===== config.mk =====
export PLATFORM = sky130hd
export DESIGN_NAME = pwr_access_gate
export DESIGN_NICKNAME = d
export VERILOG_FILES = /design/src/rtl/pag_pkg.sv /design/src/rtl/pag_src_sel.sv /design/src/rtl/pag_rec_timer.sv /design/src/rtl/pag_gate_fsm.sv /design/src/rtl/pwr_access_gate.sv
export SDC_FILE = /design/constraint.sdc
export NUM_CORES = 1
export LEC_CHECK = 0
export BUFFER_PORTS_ARGS = -buffer_cell sky130_fd_sc_hd__buf_2
export CAP_MARGIN = 20
export CORE_MARGIN = 5
export CORE_UTILIZATION = 40
export DETAILED_ROUTE_END_ITERATION = 7
export PLACE_DENSITY = 0.69
export SYNTH_ARGS = -nofsm -noshare
export SYNTH_HDL_FRONTEND = slang
export SYNTH_SLANG_ARGS = --single-unit

===== constraint.sdc =====
create_clock -name clk -period 2.4 [get_ports clk]
set_input_delay 0.24 -clock clk [delete_from_list [all_inputs] [get_ports clk]]
set_output_delay 0.24 -clock clk [all_outputs]
set_load 0.02 [all_outputs]

===== src/rtl/pag_pkg.sv =====
package pag_pkg;

   typedef enum logic [1:0] {
      SRC_MAIN  = 2'b00,
      SRC_BAK_A = 2'b01,
      SRC_BAK_B = 2'b10
   } src_e;

   typedef enum logic [1:0] {
      GS_BLOCKED = 2'b00,
      GS_RECOVER = 2'b01,
      GS_OPEN    = 2'b10
   } gate_e;

endpackage


===== src/rtl/pag_src_sel.sv =====
module pag_src_sel
   import pag_pkg::*;
(
   input  logic       clk,
   input  logic       rst_n,
   input  logic       main_ok,
   input  logic       main_gt_bak,
   input  logic       a_gt_b,
   output logic [1:0] src
);

   src_e src_d;
   src_e src_q;

   always_comb begin
      src_d = SRC_MAIN;
      if (!main_ok && !main_gt_bak) begin
         src_d = a_gt_b ? SRC_BAK_A : SRC_BAK_B;
      end
   end

   always_ff @(posedge clk or negedge rst_n) begin
      if (!rst_n) src_q <= SRC_MAIN;
      else        src_q <= src_d;
   end

   assign src = src_q;

   p_src_legal_r4: assert property (@(posedge clk) disable iff (!rst_n)
      src != 2'b11);

   p_main_when_up_r3: assert property (@(posedge clk) disable iff (!rst_n)
      (main_ok || main_gt_bak) |=> src == 2'b00);

   p_bak_a_r3: assert property (@(posedge clk) disable iff (!rst_n)
      (!main_ok && !main_gt_bak && a_gt_b) |=> src == 2'b01);

   p_bak_b_r3: assert property (@(posedge clk) disable iff (!rst_n)
      (!main_ok && !main_gt_bak && !a_gt_b) |=> src == 2'b10);

endmodule


===== src/rtl/pag_rec_timer.sv =====
module pag_rec_timer #(
   parameter int unsigned REC_CYCLES = 64
) (
   input  logic clk,
   input  logic rst_n,
   input  logic load,
   input  logic clr,
   output logic expire
);

   localparam int unsigned CNT_W = $clog2((REC_CYCLES > 1) ? REC_CYCLES : 2);

   generate
      if (REC_CYCLES == 0) begin : g_none
         logic unused_tmr;
         assign unused_tmr = ^{clk, rst_n, load, clr};
         assign expire = 1'b1;
      end else begin : g_cnt
         localparam logic [CNT_W-1:0] LOAD_V = CNT_W'(REC_CYCLES - 1);
         logic [CNT_W-1:0] cnt_q;
         logic             run_q;

         always_ff @(posedge clk or negedge rst_n) begin
            if (!rst_n) begin
               cnt_q <= '0;
               run_q <= 1'b0;
            end else if (clr) begin
               cnt_q <= '0;
               run_q <= 1'b0;
            end else if (load) begin
               cnt_q <= LOAD_V;
               run_q <= 1'b1;
            end else if (run_q && cnt_q != '0) begin
               cnt_q <= cnt_q - 1'b1;
            end
         end

         assign expire = run_q && (cnt_q == '0);

         p_cnt_bounded_r5: assert property (@(posedge clk) disable iff (!rst_n)
            run_q |-> (cnt_q <= LOAD_V));

         p_cnt_moves_down_r5: assert property (@(posedge clk) disable iff (!rst_n)
            (run_q && !clr && !load && cnt_q != '0) |=> (cnt_q == $past(cnt_q) - 1'b1));

         p_clr_stops_r6: assert property (@(posedge clk) disable iff (!rst_n)
            clr |=> !run_q);
      end
   endgenerate

endmodule


===== src/rtl/pag_gate_fsm.sv =====
module pag_gate_fsm
   import pag_pkg::*;
#(
   parameter bit SKIP_WAIT = 1'b0
) (
   input  logic clk,
   input  logic rst_n,
   input  logic main_ok,
   input  logic osc_run,
   input  logic div_hold,
   input  logic expire,
   output logic load,
   output logic clr,
   output logic bus_en,
   output logic osc_start,
   output logic low_power
);

   gate_e st_q, st_d;
   logic  start_d, start_q;
   logic  no_wait;

   assign no_wait = SKIP_WAIT || !osc_run || div_hold;

   always_comb begin
      st_d    = st_q;
      start_d = 1'b0;
      load    = 1'b0;
      clr     = 1'b0;
      unique case (st_q)
         GS_BLOCKED: begin
            if (main_ok) begin
               if (no_wait) begin
                  st_d    = GS_OPEN;
                  start_d = !osc_run;
               end else begin
                  st_d = GS_RECOVER;
                  load = 1'b1;
               end
            end
         end
         GS_RECOVER: begin
            if (!main_ok) begin
               st_d = GS_BLOCKED;
               clr  = 1'b1;
            end else if (expire) begin
               st_d = GS_OPEN;
               clr  = 1'b1;
            end
         end
         GS_OPEN: begin
            if (!main_ok) st_d = GS_BLOCKED;
         end
         default: st_d = GS_BLOCKED;
      endcase
   end

   always_ff @(posedge clk or negedge rst_n) begin
      if (!rst_n) begin
         st_q    <= GS_BLOCKED;
         start_q <= 1'b0;
      end else begin
         st_q    <= st_d;
         start_q <= start_d;
      end
   end

   assign bus_en    = (st_q == GS_OPEN);
   assign low_power = (st_q == GS_BLOCKED);
   assign osc_start = start_q;

   p_block_on_loss_r2: assert property (@(posedge clk) disable iff (!rst_n)
      !main_ok |=> !bus_en);

   p_lowpwr_on_loss_r9: assert property (@(posedge clk) disable iff (!rst_n)
      !main_ok |=> low_power);

   p_lowpwr_excl_r9: assert property (@(posedge clk) disable iff (!rst_n)
      low_power |-> !bus_en);

   p_start_pulse_r7: assert property (@(posedge clk) disable iff (!rst_n)
      osc_start |=> !osc_start);

   p_start_grants_r7: assert property (@(posedge clk) disable iff (!rst_n)
      osc_start |-> bus_en);

   p_hold_grant_r10: assert property (@(posedge clk) disable iff (!rst_n)
      (bus_en && main_ok) |=> bus_en);

endmodule


===== src/rtl/pwr_access_gate.sv =====
module pwr_access_gate #(
   parameter int unsigned REC_CYCLES = 64
) (
   input  logic       clk,
   input  logic       rst_n,
   input  logic       main_ok,
   input  logic       main_gt_bak,
   input  logic       a_gt_b,
   input  logic       osc_run,
   input  logic       div_hold,
   output logic       bus_en,
   output logic [1:0] core_src,
   output logic       osc_start,
   output logic       low_power
);

   localparam bit SKIP_WAIT = (REC_CYCLES == 0);

   generate
      if (REC_CYCLES > (1 << 24)) begin : g_bad_rec
         $error("REC_CYCLES exceeds the supported counter range");
      end
   endgenerate

   logic tmr_load;
   logic tmr_clr;
   logic tmr_expire;

   pag_src_sel u_src (
      .clk         (clk),
      .rst_n       (rst_n),
      .main_ok     (main_ok),
      .main_gt_bak (main_gt_bak),
      .a_gt_b      (a_gt_b),
      .src         (core_src)
   );

   pag_rec_timer #(.REC_CYCLES(REC_CYCLES)) u_tmr (
      .clk    (clk),
      .rst_n  (rst_n),
      .load   (tmr_load),
      .clr    (tmr_clr),
      .expire (tmr_expire)
   );

   pag_gate_fsm #(.SKIP_WAIT(SKIP_WAIT)) u_fsm (
      .clk       (clk),
      .rst_n     (rst_n),
      .main_ok   (main_ok),
      .osc_run   (osc_run),
      .div_hold  (div_hold),
      .expire    (tmr_expire),
      .load      (tmr_load),
      .clr       (tmr_clr),
      .bus_en    (bus_en),
      .osc_start (osc_start),
      .low_power (low_power)
   );

   p_reset_quiet_r1: assert property (@(posedge clk)
      !rst_n |-> (!bus_en && low_power && core_src == 2'b00 && !osc_start));

endmodule


# Yosys cells after proc, flatten, opt, wreduce, memory -nomap -nowiden
# Index checks and enable logic that the tools add are counted.
[op_classes] addsub=1 eq_ne=5 n_mux=22 n_reduce_logical=13
[op_table] cell="two-way mux 6 bit" n=3
[op_table] cell="two-way mux 2 bit" n=7
[op_table] cell="two-way mux 1 bit" n=11
[op_table] cell="zero test 6 bit" n=1
[op_table] cell="one-hot mux 2 bit (3 select lines)" n=1
[op_table] cell="nonzero test 6 bit" n=1
[op_table] cell="subtractor 6 x 1 -> 6 bit, second input constant" n=1
[op_table] cell="!= test 2 bit, second input constant" n=2
[op_table] cell="logical AND 1 bit" n=3
[op_table] cell="zero test 1 bit" n=3
[op_table] cell="!= test 3 bit, second input constant" n=1
[op_table] cell="AND reduction 3 bit" n=1
[op_table] cell="nonzero test 3 bit" n=1
[op_table] cell="== test 2 x 1 -> 1 bit, second input constant" n=1
[op_table] cell="== test 2 bit, second input constant" n=1
[op_table] cell="zero test 2 bit" n=1
[op_table] cell="nonzero test 2 bit" n=1
[op_table] cell="logical OR 1 bit" n=1
[word_totals] reg_bits=12 in_bits=7 word_cells=46

# Longest topological paths before layout
# Gate-level depths: netlist (run 1).
[depth] ltp_word=7 ltp_mapped=6 mapped_depth_nobuf=6

# By module
# Synthesis (run 1) repeated with hierarchy kept, for this count alone.
[hier_totals] cells_unflattened=62 area_unflattened_um2=649.4
[modules_own_cells] mod="pag_rec_timer" instances=1 cells_per_inst=42 area_each_um2=410.4 seq_area_each_um2=175.2
[modules_own_cells] mod="pag_gate_fsm" instances=1 cells_per_inst=16 area_each_um2=166.4 seq_area_each_um2=75.1
[modules_own_cells] mod="pag_src_sel" instances=1 cells_per_inst=4 area_each_um2=72.6 seq_area_each_um2=50.0

# Worst setup path before layout (run 1)
# OpenSTA, ideal clock, no wires.
[synth_timing] kind="reg2reg" start="register u_tmr.g_cnt.cnt_q[0]" end="register u_tmr.g_cnt.cnt_q[5]" t_arrival_ps=1796 required_time_ps=2261 path_slack_ps=465 path_stages_with_launch=7 period_less_slack_ps=1935 cell_sequence="dfrtp_1 inv_1 ha_1 nand2b_1 a221oi_4 and4b_1 or4_1"
[synth_between] elab_chain_len=6
[synth_lines] item="start: declaration" line="pag_rec_timer.sv:20" text="logic [CNT_W-1:0] cnt_q;"
[synth_lines] item="start signal: assignment" line="pag_rec_timer.sv:34" text="cnt_q <= cnt_q - 1'b1;"
[synth_lines] item="branches (longest 6 deep; another with subtractor 6 x 1 -> 6 bit)"
# Several ways; the timed one is not identified. The select of a mux whose other input is x is not followed.
# A chain may end at the register's enable or synchronous reset.

# Worst setup path after layout (run 1)
# Same ends and word-level chain as after synthesis.

==> flow_metrics.env, run 1 <==
export IMPL_cts_root_buf="clkbuf_4"
export IMPL_die_w_um=53.8
export IMPL_netlist_area_um2=767
export IMPL_power_per_cell_area_nw_per_um2=905
export IMPL_seq_area_um2=300
export IMPL_htree_levels=1
export IMPL_dr_first_iter_drc_count=21
export IMPL_yosysWarnings=0
export IMPL_synth_edff_count=0
export IMPL_tritoncts="done"
export IMPL_firstDrtPassIters=4
export IMPL_worst_path_largest_cell_delay_ns=0.45
export IMPL_fp_dieArea_um2=2890
export IMPL_multi_input_area_um2=427
export IMPL_num_io_pins=12
export IMPL_critPathLaunchType="flop"
export IMPL_synth_distinct_cells=38
export IMPL_yosysSeqAreaShare_pct=39.2
export IMPL_path_max_fanout=7
export IMPL_synthTopCellsByArea="dfrtp_1 (39%), a221oi_4 (3.4%), ha_1 (3.3%)"
export IMPL_wire_per_inst_um=14.1
export IMPL_final_util_pct=49.3
export IMPL_syn_nets=86
export IMPL_grt_pass1_vias=578
export IMPL_yosys_area_top_type="dfrtp_1"
export IMPL_synth_flop_cell="dfrtp_1"
export IMPL_ys_ff_latch=12
export IMPL_crit_path_cell_trace="inv_1 -> ha_1 -> nand2b_1 -> a221oi_4 -> and4b_1 -> or4_1"
export IMPL_antenna_cells=0
export IMPL_final_cell_mix="dfrtp_1 (12), buf_2 (11), inv_1 (5)"
export IMPL_skew_ns=0.00535
export IMPL_fin_tns_setup_ns=0
export IMPL_cpLargestDelayFamily="simple AND/OR/NAND/NOR gates"
export IMPL_hold_class="primary input to flop"
export IMPL_gp_congestion=0.818
export IMPL_via_count=658
export IMPL_synth_top_cell_area_share_pct=39.2
export IMPL_crit_required_ns=2.55
export IMPL_initial_core_util_pct=43.0
export IMPL_vias_per_cell=5.72
export IMPL_totalWireLength_um=1620
export IMPL_reg2reg_depth=6
export IMPL_worstHoldPathCells=2
export IMPL_hold_violations=0
export IMPL_hpwlAfterDp_um=1250
export IMPL_track_usage_pct=14.0
export IMPL_fill_cells=162
export IMPL_antenna_found_initial=0
export IMPL_cts_buffer_depth=2
export IMPL_fin_crit_ns=2.06
export IMPL_numCtsBuffers=3
export IMPL_syn_inst=77
export IMPL_cts_sinks=12
export IMPL_crit_slowest_cell="or4_1"
export IMPL_ant_nets=0
export IMPL_worstMarginPinSlew_ns=0.426
export IMPL_dp_cells=110
export IMPL_maxCapViolations=0
export IMPL_postLayoutCellArea_um2=878
export IMPL_cts_clk_slew_worst_paths_ns=0.07
export IMPL_final_common_cell="dfrtp_1"
export IMPL_final_cells=115
export IMPL_relSlewSlack_pct=70.9
export IMPL_synth_async_sr_flop_share_pct=100
export IMPL_area_growth_pct=14.5
export IMPL_status="finished, final reports clean"
export IMPL_grt_max_degree=13
export IMPL_fmax_mhz=486
export IMPL_drv_slew=0
export IMPL_setup_viol=0
export IMPL_overflow=0
export IMPL_critical_path_depth=6
export IMPL_place_area_um2=832
export IMPL_power_leakage_nw=0.396
export IMPL_rows=15
export IMPL_ir_worst_vdd_mv=0.783
export IMPL_crit_path_end_kind="flop"
export IMPL_timing_final_crit_share_pct=85.7
export IMPL_crit_type="flop to flop"
export IMPL_die_h_um=53.8
export IMPL_rsz0062_at_grt="false"
export IMPL_drive_gt1_share_pct=23.3
export IMPL_post_synth_cell_area_avg_um2=9.96
export IMPL_core_area_um2=1780
export IMPL_arrival_ns=2.21
export IMPL_port_buffer_count=11
export IMPL_clk_latency_ns=0.28
export IMPL_critPathBufInv=1
export IMPL_fin_nets=100
export IMPL_drc=0
export IMPL_grt_pass1_wl_um=2820
[state kept, by name (all words and copies together), names as in the netlist]
register           flops
u_fsm.osc_start        1
u_fsm.st_q             2
u_src.src              2
u_tmr.g_cnt.cnt_q      6
u_tmr.g_cnt.run_q      1
[worst paths after layout]
| path | slack, ns | start | endpoint |
|---|---|---|---|
| hold reg to reg | 0.55 | u_tmr.g_cnt.cnt_q[4] | u_tmr.g_cnt.cnt_q[4] |
| setup / recovery | 0.34 | u_tmr.g_cnt.cnt_q[0] | u_tmr.g_cnt.cnt_q[5] |
| setup reg to reg | 0.34 | u_tmr.g_cnt.cnt_q[0] | u_tmr.g_cnt.cnt_q[5] |
| min in group asynchronous | 0.37 | rst_n | u_src.src[0] |
| hold / removal | 0.12 | a_gt_b | u_src.src[1] |
| max in group asynchronous | 1.81 | rst_n | u_tmr.g_cnt.cnt_q[0] |
[per-stage QoR]
stage          hold slack, ns  power (mW)  setup WS [ns]
2_1_floorplan         -0.0556       0.578          0.465
3_3_place_gp            0.130       0.630          0.396
3_5_place_dp            0.135       0.637          0.346
4_1_cts                 0.115       0.800          0.336
5_1_grt                 0.116       0.871          0.205
6_report                0.120       0.795          0.343
[synthesized netlist by cell type (2+ instances only)]
library cell / n
nand2b_1: 4
ha_1: 2
nor2b_1: 4
nor3b_1: 2
a22o_1: 2
dfrtp_1: 12
o21ai_0: 2
o31ai_1: 3
and2_1: 2
a2111oi_0: 2
a21oi_1: 2
nor2_1: 3
nand3_1: 3
inv_1: 5
nand2_1: 4
nor3_1: 3
[worst reg2reg max path, delay by kind of cell, from the launching register on]
family	cells	cell delay (ns)
adder cells (fa/ha/maj)	1	0.17
AO/OA/AOI/OAI	1	0.42
AND/OR/NAND/NOR	3	0.82
flip-flops	1	0.41
buffers and inverters	1	0.11
[where the power goes]
part	leakage [nW]	internal, mW	total [mW]	switching [mW]
clock	0.0210	0.0923	0.158	0.0656
sequential	0.143	0.259	0.343	0.0834
combinational	0.232	0.146	0.295	0.148
total	0.396	0.498	0.795	0.297
[layer usage]
metal	vias up	global-route usage (%)	wire [um]
met2	24	19.4	733
li1	323	-	-
met1	309	19.0	700
met3	2	6.37	171
met4	0	4.68	17
met5	-	0	0
[area by class of cell]
| class | instances | area share (%) |
|---|---|---|
| inverter | 5 | 2.14 |
| multi-input combinational | 57 | 48.6 |
| tap | 25 | 3.56 |
| timing repair buffer | 12 | 7.41 |
| clock buffer | 4 | 4.13 |
| sequential | 12 | 34.2 |
[what timing repair did]
item	in CTS	in global routing
endpoints found under the setup margin	0	0
endpoints found under the hold margin	12	0
gates resized for setup	0	0
buffers inserted	0	0
hold buffers	1	0
[cell families after synthesis]
kind of cell,after synthesis,share of synthesized area (%)
and+or+nand+nor,34,27.9
buffers and inverters,8,5.22
adders and majority gates,2,3.26
DFF,12,39.2
AOI/OAI and AO/OA,21,24.5
(Power assumes the default switching activity.)
==> run 2: changes to the inputs <==
--- a/config.mk
+++ b/config.mk
@@ -5,6 +5,7 @@
 export SDC_FILE = /design/constraint.sdc
 export NUM_CORES = 1
 export LEC_CHECK = 0
+export ABC_AREA = 1
 export BUFFER_PORTS_ARGS = -buffer_cell sky130_fd_sc_hd__buf_2
 export CAP_MARGIN = 20
 export CORE_MARGIN = 5
==> run 2 against run 1 <==
  * Synthesized cell count grew 9.1%
  * Combinational power grew 16%
  * Power shrank 1.6%
  * Register-to-register slack gained 0.65 ns
  * Die area shrank 9.6%
  * Cell count shrank 1.7%
  * Sequential share of layout area grew 4.9 points
  * Via count shrank 10%
  * Critical path depth grew 1
  * Fmax grew 46%
  * Critical path type unchanged
  * Critical endpoint is now u_tmr.g_cnt.cnt_q[4]
  * Largest power group is now combinational cells
  * Highest routed layer unchanged
==> flow_metrics.env, run 2 <==
export IMPL_port_buffer_count=11
export IMPL_via_count=592
export IMPL_synthAdderAreaFrac_pct=3.70
export IMPL_reg2reg_depth=7
export IMPL_cts_buffer_depth=2
export IMPL_synth_async_sr_flop_share_pct=100
export IMPL_status="finished, final reports clean"
export IMPL_critical_path_depth=7
export IMPL_critPathBufInv=1
export IMPL_fill_cells=147
export IMPL_antenna_found_initial=0
export IMPL_clk_latency_ns=0.27
export IMPL_crit_type="flop to flop"
export IMPL_ir_worst_vdd_mv=0.423
export IMPL_place_area_um2=736
export IMPL_critPathLaunchType="flop"
export IMPL_power_leakage_nw=0.418
export IMPL_hold_class="primary input to flop"
export IMPL_arrival_ns=1.57
export IMPL_tritoncts="done"
export IMPL_hold_violations=0
export IMPL_drive_gt1_share_pct=20.6
export IMPL_fin_nets=108
export IMPL_die_w_um=51.1
export IMPL_setup_viol=0
export IMPL_post_cts_buffers=0
export IMPL_final_cell_mix="nand2_1 (20), nand3_1 (19), dfrtp_1 (12), buf_2 (11)"
export IMPL_dp_cells=109
export IMPL_synth_flop_cell="dfrtp_1"
export IMPL_worstMarginPinSlew_ns=0.269
export IMPL_ys_top_cells_by_count="nand2_1 (20), nand3_1 (19), dfrtp_1 (12)"
export IMPL_drv_slew=0
export IMPL_yosysWarnings=0
export IMPL_firstDrtPassIters=4
export IMPL_finalPower_mw=0.782
export IMPL_vias_per_cell=5.24
export IMPL_antenna_cells=0
export IMPL_num_io_pins=12
export IMPL_fin_tns_setup_ns=0
export IMPL_setup_slack_ns=0.990
export IMPL_yosysSeqAreaShare_pct=44.4
export IMPL_fp_dieArea_um2=2610
export IMPL_skew_ns=0.000559
export IMPL_grt_max_degree=15
export IMPL_synth_xor_xnor_area_share_pct=0
export IMPL_drc=0
export IMPL_yosys_area_top_type="dfrtp_1"
export IMPL_synth_compound_area_share_pct=2.59
export IMPL_use_met2_pct=17.8
export IMPL_synth_edff_count=0
export IMPL_rows=14
export IMPL_cts_root_buf="clkbuf_4"
export IMPL_netlist_area_um2=677
export IMPL_crit_top_cell="nand2_1"
export IMPL_final_util_pct=49.3
export IMPL_grt_pass1_wl_um=2300
export IMPL_preCtsSetupSlack_ns=1.02
export IMPL_postLayoutCellArea_um2=768
export IMPL_final_cells=113
export IMPL_gp_congestion=0.773
export IMPL_met3_usage_pct=1.74
export IMPL_cts_resized=0
export IMPL_relSlewSlack_pct=82.1
export IMPL_fmax_mhz=709
export IMPL_post_synth_cell_area_avg_um2=8.06
export IMPL_hpwlAfterDp_um=952
export IMPL_core_area_um2=1560
export IMPL_fin_crit_ns=1.41
export IMPL_synth_top_cell_area_share_pct=44.4
export IMPL_worstHoldPathCells=2
export IMPL_largest_register_ffs=6
export IMPL_syn_nets=93
export IMPL_cpLargestDelayFamily="simple AND/OR/NAND/NOR gates"
export IMPL_ys_ff_latch=12
export IMPL_cts_sinks=12
export IMPL_synth_distinct_cells=19
export IMPL_crit_slowest_cell="dfrtp_1"
export IMPL_rsz0062_at_grt="false"
export IMPL_totalWireLength_um=1240
export IMPL_grt_pass1_vias=557
export IMPL_initial_core_util_pct=43.4
export IMPL_area_growth_pct=13.5
export IMPL_final_common_cell="nand2_1"
export IMPL_die_h_um=51.1
export IMPL_synthSimpleGateAreaFrac_pct=42.5
export IMPL_synth_top_family_by_area="simple AND/OR/NAND/NOR gates"
export IMPL_dr_first_iter_drc_count=13
export IMPL_regMostFlops="u_tmr.g_cnt.cnt_q"
export IMPL_crit_required_ns=2.56
export IMPL_power_per_cell_area_nw_per_um2=1020
export IMPL_grt_use_met1_pct=15.4
export IMPL_crit_path_cell_trace="inv_1 -> ha_1 -> nand4_1 -> nand2_1 -> nand2_2 -> nand3_1 -> nand2_1"
export IMPL_numCtsBuffers=3
export IMPL_path_max_fanout=14
export IMPL_track_usage_pct=11.8
export IMPL_maxCapViolations=0
export IMPL_ant_nets=0
export IMPL_whs_ns=0.123
export IMPL_syn_inst=84
export IMPL_post_synth_top_count_cell="nand2_1"
export IMPL_busiest_layer="met2"
export IMPL_timing_final_crit_share_pct=58.7
export IMPL_crit_path_end_kind="flop"
export IMPL_worst_path_largest_cell_delay_ns=0.39
export IMPL_htree_levels=1
export IMPL_cts_clk_slew_worst_paths_ns=0.07
export IMPL_synthMuxAreaShare_pct=0
export IMPL_synthTopCellsByArea="dfrtp_1 (44%), nand3_1 (14%), nand2_1 (11%)"
export IMPL_wire_per_inst_um=11.0
export IMPL_overflow=0
[run 2: cell types whose count changed after synthesis, sizes merged, moves of 3 or more]
cell / change
nand2b: -4
nor2b: -4
nand3: +16
o31ai: -3
nand2: +18
nand4: +3
nor2: +6
inv: +3
[run 2: layout make-up]
class	instances	area (um2)	area share (%)
Multi-Input combinational cell	62	330	43.0
Sequential cell	12	300	39.1
Timing Repair Buffer	12	65.1	8.47
Inverter	8	30.0	3.91
Clock buffer	3	22.5	2.93
Tap cell	16	20.0	2.61
[run 2: logic make-up (layout without fill, tap and decap cells)]
logic type / Yosys count / in the layout
and+or+nand+nor: 57 / 57
buffers and inverters: 10 / 23
AOI/OAI and AO/OA: 3 / 3
adders and majority gates: 2 / 2
DFF: 12 / 12
[run 2: timing repair]
action / 4_1_cts / 5_1_grt
endpoints found under the hold margin: 12 / 0
hold buffers: 1 / 0
endpoints found under the setup margin: 0 / 0
[run 2: worst paths after layout]
kind,slack [ns],to,startpoint
min in group asynchronous,0.38,u_fsm.st_q[1],rst_n
min,0.12,u_src.src[1],a_gt_b
max,0.99,u_tmr.g_cnt.cnt_q[4],u_tmr.g_cnt.cnt_q[0]
min reg2reg,0.53,u_tmr.g_cnt.cnt_q[0],u_tmr.g_cnt.cnt_q[0]
max reg2reg,0.99,u_tmr.g_cnt.cnt_q[4],u_tmr.g_cnt.cnt_q[0]
max in group asynchronous,1.80,u_tmr.g_cnt.cnt_q[2],rst_n
[run 2: routing by layer]
layer,vias to the layer above,part of all wire (%)
li1,308,-
met1,266,47
met2,14,46
met3,4,4.7
met4,0,2.8
met5,-,0
[run 2: power breakdown]
group	switching [mW]	total [mW]	internal, mW	leakage (nW)
logic	0.203	0.341	0.138	0.252
clock network	0.0612	0.119	0.0580	0.0138
registers	0.0610	0.322	0.261	0.152
